<file path="src/rtl/cfg_item_pkg.sv">
package cfg_item_pkg;

    localparam int unsigned KEY_W      = 16;
    localparam int unsigned BANK_BIT   = 14;
    localparam logic [KEY_W-1:0] IDX_MASK = 16'h3FFF;
    localparam logic [KEY_W-1:0] KEY_NONE = 16'hFFFF;

    typedef enum logic [1:0] {
        ACC_NONE   = 2'd0,
        ACC_SELECT = 2'd1,
        ACC_READ   = 2'd2,
        ACC_DROP   = 2'd3
    } acc_kind_e;

    // Item length for a bank/index pair.
    function automatic int unsigned item_len_f(input logic bank,
                                               input int unsigned idx,
                                               input int unsigned max_len);
        return (idx + 2 * int'(bank) + 4) % (max_len + 1);
    endfunction

    // Item byte k for a bank/index pair.
    function automatic logic [7:0] item_byte_f(input logic bank,
                                               input int unsigned idx,
                                               input int unsigned k);
        int unsigned v;
        v = 128 * int'(bank) + 16 * idx + k + 1;
        return v[7:0];
    endfunction

    function automatic int unsigned key_index_f(input logic [KEY_W-1:0] key);
        logic [KEY_W-1:0] m;
        m = key & IDX_MASK;
        return int'(m);
    endfunction

endpackage

</file>
<file path="src/rtl/cfg_item_decode.sv">
module cfg_item_decode
    import cfg_item_pkg::*;
#(
    parameter bit          COMBINED   = 1'b0,
    parameter int unsigned DATA_BYTES = 4,
    parameter int unsigned SZ_W       = 3
) (
    input  logic            clk_i,
    input  logic            rst_i,
    input  logic            req_i,
    input  logic            we_i,
    input  logic            ctl_i,
    input  logic [2:0]      off_i,
    input  logic [SZ_W-1:0] size_i,
    output acc_kind_e       kind_o
);

    acc_kind_e kind_raw;
    int unsigned sz;

    assign sz = int'(size_i);

    generate
        if (COMBINED) begin : g_comb
            // Function chosen by access size only.
            logic unused_sel;
            assign unused_sel = ctl_i ^ (|off_i);
            always_comb begin
                kind_raw = ACC_NONE;
                if (sz == 1 && !we_i)      kind_raw = ACC_READ;
                else if (sz == 1 && we_i)  kind_raw = ACC_DROP;
                else if (sz == 2 && we_i)  kind_raw = ACC_SELECT;
            end
        end else begin : g_split
            always_comb begin
                kind_raw = ACC_NONE;
                if (ctl_i) begin
                    if (we_i && sz == 2) kind_raw = ACC_SELECT;
                end else if (off_i == 3'd0 && sz >= 1 && sz <= DATA_BYTES) begin
                    kind_raw = we_i ? ACC_DROP : ACC_READ;
                end
            end
        end
    endgenerate

    assign kind_o = req_i ? kind_raw : ACC_NONE;

    // a control-register read is never taken in the split scheme
    p_ctl_read_refused_r7: assert property (@(posedge clk_i) disable iff (rst_i)
        (!COMBINED && req_i && ctl_i && !we_i) |-> (kind_o == ACC_NONE));

    // a wide read is never taken in the combined scheme
    p_comb_wide_read_refused_r9: assert property (@(posedge clk_i) disable iff (rst_i)
        (COMBINED && req_i && !we_i && sz != 1) |-> (kind_o == ACC_NONE));

endmodule

</file>
<file path="src/rtl/cfg_item_table.sv">
module cfg_item_table
    import cfg_item_pkg::*;
#(
    parameter int unsigned NUM_ENTRIES = 8,
    parameter int unsigned MAX_LEN     = 8,
    parameter int unsigned DATA_BYTES  = 4,
    parameter int unsigned OFF_W       = 4
) (
    input  logic [KEY_W-1:0] key_i,
    input  logic             valid_i,
    input  logic [OFF_W-1:0] off_i,
    output logic [OFF_W-1:0] len_o,
    output logic             wr_ok_o,
    output logic [7:0]       lane_o [DATA_BYTES]
);

    logic        bank;
    int unsigned idx;
    int unsigned len_int;

    assign bank    = key_i[BANK_BIT];
    assign idx     = key_index_f(key_i);
    assign len_int = valid_i ? item_len_f(bank, idx, MAX_LEN) : 0;
    assign len_o   = OFF_W'(len_int);
    assign wr_ok_o = valid_i && (len_int != 0) && (idx % 2 == 1);

    generate
        for (genvar j = 0; j < DATA_BYTES; j++) begin : g_lane
            int unsigned pos;
            assign pos = int'(off_i) + j;
            assign lane_o[j] = (valid_i && pos < len_int)
                             ? item_byte_f(bank, idx, pos) : 8'h00;
        end
    endgenerate

endmodule

</file>
<file path="src/rtl/cfg_item_cursor.sv">
module cfg_item_cursor
    import cfg_item_pkg::*;
#(
    parameter int unsigned NUM_ENTRIES = 8,
    parameter int unsigned OFF_W       = 4
) (
    input  logic             clk_i,
    input  logic             rst_i,
    input  logic             sel_i,
    input  logic [KEY_W-1:0] sel_key_i,
    input  logic             rd_i,
    input  logic [OFF_W-1:0] take_i,
    input  logic [OFF_W-1:0] len_i,
    output logic [KEY_W-1:0] key_o,
    output logic             valid_o,
    output logic [OFF_W-1:0] off_o
);

    logic sel_in_range;
    assign sel_in_range = key_index_f(sel_key_i) < NUM_ENTRIES;

    always_ff @(posedge clk_i) begin
        if (rst_i) begin
            key_o   <= '0;
            valid_o <= 1'b1;
            off_o   <= '0;
        end else if (sel_i) begin
            key_o   <= sel_in_range ? sel_key_i : KEY_NONE;
            valid_o <= sel_in_range;
            off_o   <= '0;
        end else if (rd_i) begin
            off_o   <= off_o + take_i;
        end
    end

    // every select restarts the stream
    p_sel_clears_off_r2: assert property (@(posedge clk_i) disable iff (rst_i)
        sel_i |=> (off_o == '0));

    // out-of-range index leaves an invalid cursor
    p_bad_idx_invalid_r3: assert property (@(posedge clk_i) disable iff (rst_i)
        (sel_i && !sel_in_range) |=> (!valid_o && key_o == KEY_NONE));

    // offset never runs beyond the item length
    p_off_in_range_r5: assert property (@(posedge clk_i) disable iff (rst_i)
        valid_o |-> (off_o <= len_i));

    // a read at the end or on an invalid entry does not advance
    p_stall_at_end_r6: assert property (@(posedge clk_i) disable iff (rst_i)
        (rd_i && !sel_i && (!valid_o || off_o >= len_i)) |=> $stable(off_o));

    // without select or read the cursor holds
    p_hold_idle_r8: assert property (@(posedge clk_i) disable iff (rst_i)
        (!sel_i && !rd_i) |=> ($stable(off_o) && $stable(key_o)));

endmodule

</file>
<file path="src/rtl/cfg_item_port.sv">
module cfg_item_port
    import cfg_item_pkg::*;
#(
    parameter bit          COMBINED    = 1'b0,
    parameter int unsigned NUM_ENTRIES = 8,
    parameter int unsigned MAX_LEN     = 8,
    parameter int unsigned DATA_BYTES  = 4,
    parameter int unsigned SZ_W        = $clog2(DATA_BYTES + 1),
    parameter int unsigned OFF_W       = $clog2(MAX_LEN + 1),
    parameter int unsigned DW          = 8 * DATA_BYTES
) (
    input  logic             clk_i,
    input  logic             rst_i,
    input  logic             req_i,
    input  logic             we_i,
    input  logic             ctl_i,
    input  logic [2:0]       off_i,
    input  logic [SZ_W-1:0]  size_i,
    input  logic [DW-1:0]    wdata_i,
    output logic [DW-1:0]    rdata_o,
    output logic             acc_o,
    output logic [KEY_W-1:0] dma_key_o,
    output logic             dma_valid_o,
    output logic [OFF_W-1:0] dma_offset_o,
    output logic [OFF_W-1:0] dma_len_o,
    output logic             dma_wr_ok_o
);

    acc_kind_e        kind;
    logic [KEY_W-1:0] cur_key;
    logic             cur_valid;
    logic [OFF_W-1:0] cur_off;
    logic [OFF_W-1:0] cur_len;
    logic             cur_wr_ok;
    logic [7:0]       lane [DATA_BYTES];
    logic [OFF_W-1:0] take;
    logic [KEY_W-1:0] sel_key;
    logic             sel_fire;
    logic             rd_fire;

    assign sel_key  = KEY_W'(wdata_i);
    assign sel_fire = (kind == ACC_SELECT);
    assign rd_fire  = (kind == ACC_READ);
    assign acc_o    = (kind != ACC_NONE);

    cfg_item_decode #(
        .COMBINED   (COMBINED),
        .DATA_BYTES (DATA_BYTES),
        .SZ_W       (SZ_W)
    ) u_decode (
        .clk_i  (clk_i),
        .rst_i  (rst_i),
        .req_i  (req_i),
        .we_i   (we_i),
        .ctl_i  (ctl_i),
        .off_i  (off_i),
        .size_i (size_i),
        .kind_o (kind)
    );

    cfg_item_table #(
        .NUM_ENTRIES (NUM_ENTRIES),
        .MAX_LEN     (MAX_LEN),
        .DATA_BYTES  (DATA_BYTES),
        .OFF_W       (OFF_W)
    ) u_table (
        .key_i   (cur_key),
        .valid_i (cur_valid),
        .off_i   (cur_off),
        .len_o   (cur_len),
        .wr_ok_o (cur_wr_ok),
        .lane_o  (lane)
    );

    cfg_item_cursor #(
        .NUM_ENTRIES (NUM_ENTRIES),
        .OFF_W       (OFF_W)
    ) u_cursor (
        .clk_i     (clk_i),
        .rst_i     (rst_i),
        .sel_i     (sel_fire),
        .sel_key_i (sel_key),
        .rd_i      (rd_fire),
        .take_i    (take),
        .len_i     (cur_len),
        .key_o     (cur_key),
        .valid_o   (cur_valid),
        .off_o     (cur_off)
    );

    // Bytes actually supplied: min(size, remaining).
    always_comb begin
        int unsigned remain;
        int unsigned sz;
        sz     = int'(size_i);
        remain = (cur_valid && cur_off < cur_len) ? int'(cur_len - cur_off) : 0;
        take   = OFF_W'((sz < remain) ? sz : remain);
    end

    // String-order packing: first byte most significant of the window.
    always_comb begin
        int unsigned sz;
        sz      = int'(size_i);
        rdata_o = '0;
        if (rd_fire) begin
            for (int j = 0; j < DATA_BYTES; j++) begin
                if (j < sz) begin
                    rdata_o = rdata_o | (DW'(lane[j]) << (8 * (sz - 1 - j)));
                end
            end
        end
    end

    assign dma_key_o    = cur_key;
    assign dma_valid_o  = cur_valid;
    assign dma_offset_o = cur_off;
    assign dma_len_o    = cur_len;
    assign dma_wr_ok_o  = cur_wr_ok;

    // anything other than an accepted read returns zero
    p_nonread_zero_r7: assert property (@(posedge clk_i) disable iff (rst_i)
        !rd_fire |-> (rdata_o == '0));

    // an invalid entry never produces data
    p_invalid_zero_r6: assert property (@(posedge clk_i) disable iff (rst_i)
        !cur_valid |-> (rdata_o == '0 && dma_len_o == '0));

    // write permission only on a valid non-empty item
    p_wr_ok_valid_r10: assert property (@(posedge clk_i) disable iff (rst_i)
        dma_wr_ok_o |-> (dma_valid_o && dma_len_o != '0));

    // an ignored data write moves nothing
    p_drop_no_effect_r8: assert property (@(posedge clk_i) disable iff (rst_i)
        (kind == ACC_DROP) |=> ($stable(dma_offset_o) && $stable(dma_key_o)));

endmodule

</file>
<file path="config.mk">
export PLATFORM = sky130hd
export DESIGN_NAME = cfg_item_port
export DESIGN_NICKNAME = d
export VERILOG_FILES = /design/src/rtl/cfg_item_pkg.sv /design/src/rtl/cfg_item_decode.sv /design/src/rtl/cfg_item_table.sv /design/src/rtl/cfg_item_cursor.sv /design/src/rtl/cfg_item_port.sv
export SDC_FILE = /design/constraint.sdc
export NUM_CORES = 1
export LEC_CHECK = 0
export BUFFER_PORTS_ARGS = -buffer_cell sky130_fd_sc_hd__buf_4
export CAP_MARGIN = 20
export CORE_AREA = 2 2 109 111
export DETAILED_ROUTE_END_ITERATION = 16
export DIE_AREA = 0 0 111 113
export GPL_TIMING_DRIVEN = 0
export PLACE_DENSITY_LB_ADDON = 0.15
export SLEW_MARGIN = 10
export SYNTH_ARGS = -nofsm -noshare
export SYNTH_HDL_FRONTEND = slang
export SYNTH_SLANG_ARGS = --single-unit
</file>
<file path="constraint.sdc">
create_clock -name clk_i -period 11.7 [get_ports clk_i]
set_clock_uncertainty 0.05 [all_clocks]
set_input_delay 0 -clock clk_i [delete_from_list [all_inputs] [get_ports clk_i]]
set_output_delay 0 -clock clk_i [all_outputs]
set_load 0.02 [all_outputs]
</file>
Yosys cells after proc, flatten, opt, wreduce, memory -nomap -nowiden
Cells that the tools add are included.
Widths: inputs -> output; s select.
{"block": "op_classes", "addsub": 20, "n_mul": 0, "div": 1, "order_cmp": 13, "eq_ne": 3, "shifts": 4, "n_mux": 21, "bitwise_logic": 3, "n_reduce_logical": 14}
{"operator": "$mux 32", "n": 10}
{"operator": "$shl 8x32->32", "n": 4}
{"operator": "$lt 32x32->1", "n": 3}
{"operator": "$or 32x32->32", "n": 3}
{"operator": "$add 32x3->32 const B", "n": 1}
{"operator": "$add 8x1->8 const B", "n": 4}
{"operator": "$add 8x8->8", "n": 4}
{"operator": "$lt 3x32->1", "n": 1}
{"operator": "$lt 4x32->1", "n": 1}
{"operator": "$mod 32x4->32 const B", "n": 1}
{"operator": "$mux 8", "n": 4}
{"operator": "$reduce_bool 32->1", "n": 1}
{"operator": "$sub 29x1->29 const B", "n": 1}
{"operator": "$sub 29x2->29 const B", "n": 1}
{"operator": "$mux 16", "n": 1}
{"operator": "$add 14x2->15", "n": 1}
{"operator": "$lt 14x4->1 const B", "n": 1}
{"operator": "$add 4x2->5 const B", "n": 2}
{"operator": "$logic_and 1x1->1", "n": 10}
{"operator": "$add 8x4->8", "n": 1}
{"operator": "$lt 1x3->1 const A", "n": 2}
{"operator": "$lt 2x3->1 const A", "n": 2}
{"operator": "$mux 2", "n": 3}
{"operator": "$add 4x1->5 const B", "n": 1}
{"operator": "other kinds (15)", "n": 16}
{"block": "totals", "reg_bits": 21, "latchBits": 0, "ram_bits": 0, "rom_bits": 0, "word_cells": 82, "memories": 0}

Depth between registers and ports, before layout
{"block": "logic_depth", "word_depth": 19, "mapped_depth": 60}

By module
Synthesis repeated with hierarchy kept, for this count alone.
{"block": "unflattened", "hier_cells": 870, "hier_area_um2": 6416.2}
{"mod": "cfg_item_table", "n_inst": 1, "cells_per_inst": 559, "area_per_inst_um2": 4100.2, "seq_area_each_um2": 0.0}
{"mod": "cfg_item_port", "n_inst": 1, "cells_per_inst": 219, "area_per_inst_um2": 1441.4, "seq_area_each_um2": 0.0}
{"mod": "cfg_item_cursor", "n_inst": 1, "cells_per_inst": 81, "area_per_inst_um2": 802.0, "seq_area_each_um2": 420.4}
{"mod": "cfg_item_decode", "n_inst": 1, "cells_per_inst": 11, "area_per_inst_um2": 72.6, "seq_area_each_um2": 0.0}

Worst setup path before layout
No wires, ideal clock.
{"block": "synth_timing", "kind": "reg2reg", "start": "register u_cursor.key_o[14]", "end": "register u_cursor.off_o[2]", "setup_time_ps": 131, "t_arrival_ps": 12689, "required_ps": 11519, "slack_ps": -1170, "path_stages_with_launch": 60, "path_buffers": 4, "synth_period_minus_slack_ps": 12870, "cell_sequence": "dfxtp_1 > ha_1 > ha_1 > buf_2 > xor2_1 > ha_1 > clkbuf_1 > nand2_1 > a2111o_1 > or4_4 > and4b_1 > buf_2 > maj3_2 > a21o_1 > or2_0 > buf_6 > o221a_4 > mux2_1 > [24 not listed] > a21o_1 > nand2_1 > a41oi_1 > nand2_1 > ha_1 > o31ai_1 > nand2b_1 > a21oi_1 > a31oi_1 > nand2_1 > o21ai_0 > ha_1 > inv_1 > fa_1 > xor2_1 > nor2_1 > a21oi_1 > nor3_1"}
{"block": "synth_via", "elab_chain_cells": 10}
{"element": "start, declared", "line": "cfg_item_cursor.sv:14", "rtl": "output logic [KEY_W-1:0] key_o,"}
{"element": "start signal, assigned", "line": "cfg_item_cursor.sv:28", "rtl": "key_o <= sel_in_range ? sel_key_i : KEY_NONE;"}
{"element": "$add 14x2->15 (*)", "line": "cfg_item_pkg.sv:19", "rtl": "return (idx + 2 * int'(bank) + 4) % (max_len + 1);"}
{"element": "$add 32x3->32 (*)", "line": "cfg_item_pkg.sv:19"}
{"element": "$mod 32x4->32 (*)", "line": "cfg_item_pkg.sv:19"}
{"element": "$mux 32 (*)", "line": "cfg_item_table.sv:23", "rtl": "assign len_int = valid_i ? item_len_f(bank, idx, MAX_LEN) : 0;"}
{"element": "net dma_len_o[1]", "line": "cfg_item_port.sv:25", "rtl": "output logic [OFF_W-1:0] dma_len_o,"}
{"element": "$lt 4x4->1", "line": "cfg_item_port.sv:96", "rtl": "remain = (cur_valid && cur_off < cur_len) ? int'(cur_len - cur_off) : 0;"}
{"element": "$logic_and 1x1->1", "line": "cfg_item_port.sv:96"}
{"element": "$mux 32 (*)", "line": "cfg_item_port.sv:96"}
{"element": "$lt 3x32->1", "line": "cfg_item_port.sv:97", "rtl": "take = OFF_W'((sz < remain) ? sz : remain);"}
{"element": "$mux 4 (*)", "line": "cfg_item_port.sv:97"}
{"element": "$add 4x4->4 (*)", "line": "cfg_item_cursor.sv:32", "rtl": "off_o <= off_o + take_i;"}
{"element": "end signal, assigned", "line": "cfg_item_cursor.sv:32"}
{"element": "end, declared", "line": "cfg_item_cursor.sv:16", "rtl": "output logic [OFF_W-1:0] off_o"}
The timed path passes the listed nets; every way through them passes the cells marked *.
A chain may end at the register's enable or synchronous reset.

Worst setup path in the final report
{"block": "layout_timing", "start": "register u_cursor.key_o[1]", "end": "register u_cursor.off_o[3]"}
{"block": "layout_via", "elab_chain_cells": 10}
{"element": "$add 14x2->15 (*)", "line": "cfg_item_pkg.sv:19"}
{"element": "$add 32x3->32 (*)", "line": "cfg_item_pkg.sv:19"}
{"element": "$mod 32x4->32 (*)", "line": "cfg_item_pkg.sv:19"}
{"element": "$mux 32 (*)", "line": "cfg_item_table.sv:23"}
{"element": "$lt 4x4->1", "line": "cfg_item_port.sv:96"}
{"element": "$logic_and 1x1->1", "line": "cfg_item_port.sv:96"}
{"element": "$mux 32 (*)", "line": "cfg_item_port.sv:96"}
{"element": "$lt 3x32->1", "line": "cfg_item_port.sv:97"}
{"element": "$mux 4 (*)", "line": "cfg_item_port.sv:97"}
{"element": "$add 4x4->4 (*)", "line": "cfg_item_cursor.sv:32"}
Every way passes the cells marked *; elsewhere a longest branch is shown, timed or not.

==> results by group <==
CTS
  • Clock transition at path regs: 0.06 ns
  • Worst-Skew Late Latency: between 0.2 and 0.3 ns
  • Clock Path Buffers: 2
  • CTS tree: done
  • CTS Root Cell: clkbuf_16
  • Sinks on Clock Net: 21
  • Total CTS buffers: 3
  • Depth of the CTS H-tree: 1

Synthesis
  • Yosys warning total: 0
  • Top post-synthesis cells by area: ha_1, dfxtp_1, xnor2_1
  • Area share of the leading cell type in the synthesized netlist: 0.120
  • Main combinational cell family by area after synthesis: compound AO/OA/AOI/OAI gates
  • Post-Synth Simple-Gate Area: 0.275
  • Sequential-to-total area share from yosys stat: 0.0718
  • Post-synth ARST share: 0
  • Number of synthesized register bits: 21
  • Synthesized area: 5860 µm²
  • Mean Syn Cell Area: 7.22 µm²
  • Syn Inst Count: 811
  • Post-synth EDFFs: 0
  • Post-Synth XOR/XNOR Area: 0.0852
  • Post-synthesis cell type count: 105
  • Post-Synth Adder-Cell Area: 0.128
  • Post-synthesis mux area share: 0.0235
  • Largest area contributor in the netlist: ha_1
  • Mapped Nets: between 900 and 1,000
  • Compound-Gate Fraction of Synth Area: 0.357
  • Top_reg_cell synth: dfxtp_1

Critical path
  • Critical path type: flop to flop
  • Most frequent CP cell: ha_4
  • CP max FO: 8
  • Max stage delay on crit path: 0.46 ns
  • CP Data Arrival Time: 11.50 ns
  • CP required: approximately 12 ns
  • CP Capture Type: flop
  • Startpoint types: flop
  • Slowest CP cell: a2111o_1

Finish
  • Multi-input gate area: 5590 µm²
  • Finished Core Util: 0.686
  • Filler cells: 927
  • Diodes inserted: 0
  • Most frequent cells in the layout: buf_4, nor2_1, nand2_1
  • NumNets Final: 1,055
  • FF+latch area: around 430 µm²
  • Synthesis-to-finish area growth: 32.0%
  • Commonest non-fill, non-tap cell in the layout: buf_4
  • Post-Layout Cell Count: 1,096
  • Share of cells above drive strength 1: 0.286

Drt
  • TritonRoute pass-1 iters: 6
  • Routed length on met1: 8.44 mm
  • Drc violations: 0
  • Via count: 7,247
  • Top Metal Used: met4
  • Via/cell ratio: 6.61
  • Routed length per instance: 19.9 µm
  • Met2 WL: 11.2 mm
  • Total Wirelength: 21.8 mm
  • Detail Route Antenna Nets: 0
  • Met3 wire length: 1.43 mm
  • Initial drt markers: 900

Timing
  • Tmin final: around 11 ns
  • Fin Hold WS: 0.00897 ns
  • Fin. Hold Viols: 0
  • Worst Max-Slew Pin Slew: 1.04 ns
  • Fin crit share: 0.973
  • Max-slew headroom: 0.305
  • Final setup fails: 0
  • Fin Setup TNS: 0 ns
  • Fmax: 87.8 MHz
  • Slew Limit Fails: 0

Placement
  • Gpl congestion: 0.958
  • Hpwl dp: around 16 mm
  • Port Buffers: 84
  • Placed Cells: 1,038

Global route
  • Number of global-route vias before repair: roughly 7,000
  • GRT Overall Usage: 0.320
  • Largest net degree at the start of global routing: 14
  • Initial antenna violation count: 0
  • Remaining Overflow, GRT: 0
  • First-pass GRT wire length: between 30 and 40 mm

Die
  • Initial Util: 0.520
  • Row count: 39
  • Core ar.: 11,300 µm²
  • Die area: between 10,000 and 15,000 µm²
  • Die height: 113 µm
  • I/O pin count: 102
  • Die W: 111 µm

Power
  • LEAKAGE: 3.07 nW
  • Worst VDD drop: 0.000151 V
  • Power density cells: 132 nW/µm²
  • Overall power: 1.02 mW

Job
  • Max-cap violation count: 0

Hold path
  • Hold Crit Class: primary input to flop

Run status
  • Run status: complete, no violations
## routing by layer
metal,track usage,up-vias
li1,-,3363
met2,0.594,372
met4,0.118,0
met3,0.0289,75
met1,0.384,3437
met5,0,-
## sequential cells by signal (all words and copies together), names as in the netlist
name	count
u_cursor.off_o	4
u_cursor.valid_o	1
u_cursor.key_o	16
## cells in the mapped netlist (all sizes together), types with 15 or more instances
cell,n
ha,56
xnor2,35
a21oi,42
o21a,20
a31oi,20
nand2,61
clkbuf,27
dfxtp,21
nor3,36
xor2,22
nand3,30
nand4,16
inv,36
a221o,15
nor2,71
o21ai,47
buf,17
## final cells by class
type | instances | share of cell area
Timing Repair Buffer | 142 | 0.142
Buffer | 40 | 0.0257
Sequential cell | 21 | 0.0555
Multi-Input combinational cell | 707 | 0.724
Clock buffer | 3 | 0.00971
Clock inverter | 1 | 0.000647
Tap cell | 143 | 0.0231
Inverter | 39 | 0.0193
## worst max-delay path, delay by kind of cell, from the launching register on
kind            cells  cell delay (ns)
xor+xnor            3             0.65
flops               1             0.37
buf+inv             5             0.61
fa+ha+maj           8             1.83
mux                 2             0.47
simple gates       16             2.92
compound gates     21             4.36
## per-stage QoR
step | worst slack (ns) | instance area (µm²)
2_1_floorplan | 0.0254 | 5950
5_1_grt | -0.173 | 7730
3_3_place_gp | -0.934 | 6760
6_report | 0.315 | 7730
4_1_cts | 0.0124 | 7210
3_5_place_dp | -1.27 | 6760
## repair_timing
item                                   in CTS  in global routing
endpoints found under the hold margin       3                  0
resized for setup                          30                 64
buffers inserted                           24                 31
setup endpoints to repair                  36                 36
cloned                                      0                  0
hold buffers                                3                  0
pin swaps                                  27                 41
## report_power, final
part | internal [mW] | switching [mW] | total [mW]
Sequential | 0.0720 | 0.00174 | 0.0738
Clock | 0.0459 | 0.0265 | 0.0724
Combinational | 0.400 | 0.473 | 0.873
Total | 0.518 | 0.502 | 1.02
## path summary, 6_finish.rpt
kind / start / endpoint / slack, ns / cells past startpoint
worst max-delay path: u_cursor.key_o[1] / u_cursor.off_o[3] / 0.31 / 55
worst min-delay path: wdata_i[15] / u_cursor.key_o[15] / 0.009 / 3
worst max register to register: u_cursor.key_o[1] / u_cursor.off_o[3] / 0.31 / 55
worst min register to register: u_cursor.key_o[15] / u_cursor.key_o[15] / 0.47 / 2
## cell families after synthesis
kind of cell | after synthesis
multiplexers | 13
AO/OA/AOI/OAI | 268
buffers and inverters | 83
adder cells (fa/ha/maj) | 59
XOR/XNOR | 57
AND/OR/NAND/NOR | 310
flip-flops | 21
Power figures use the tool's default switching activity.
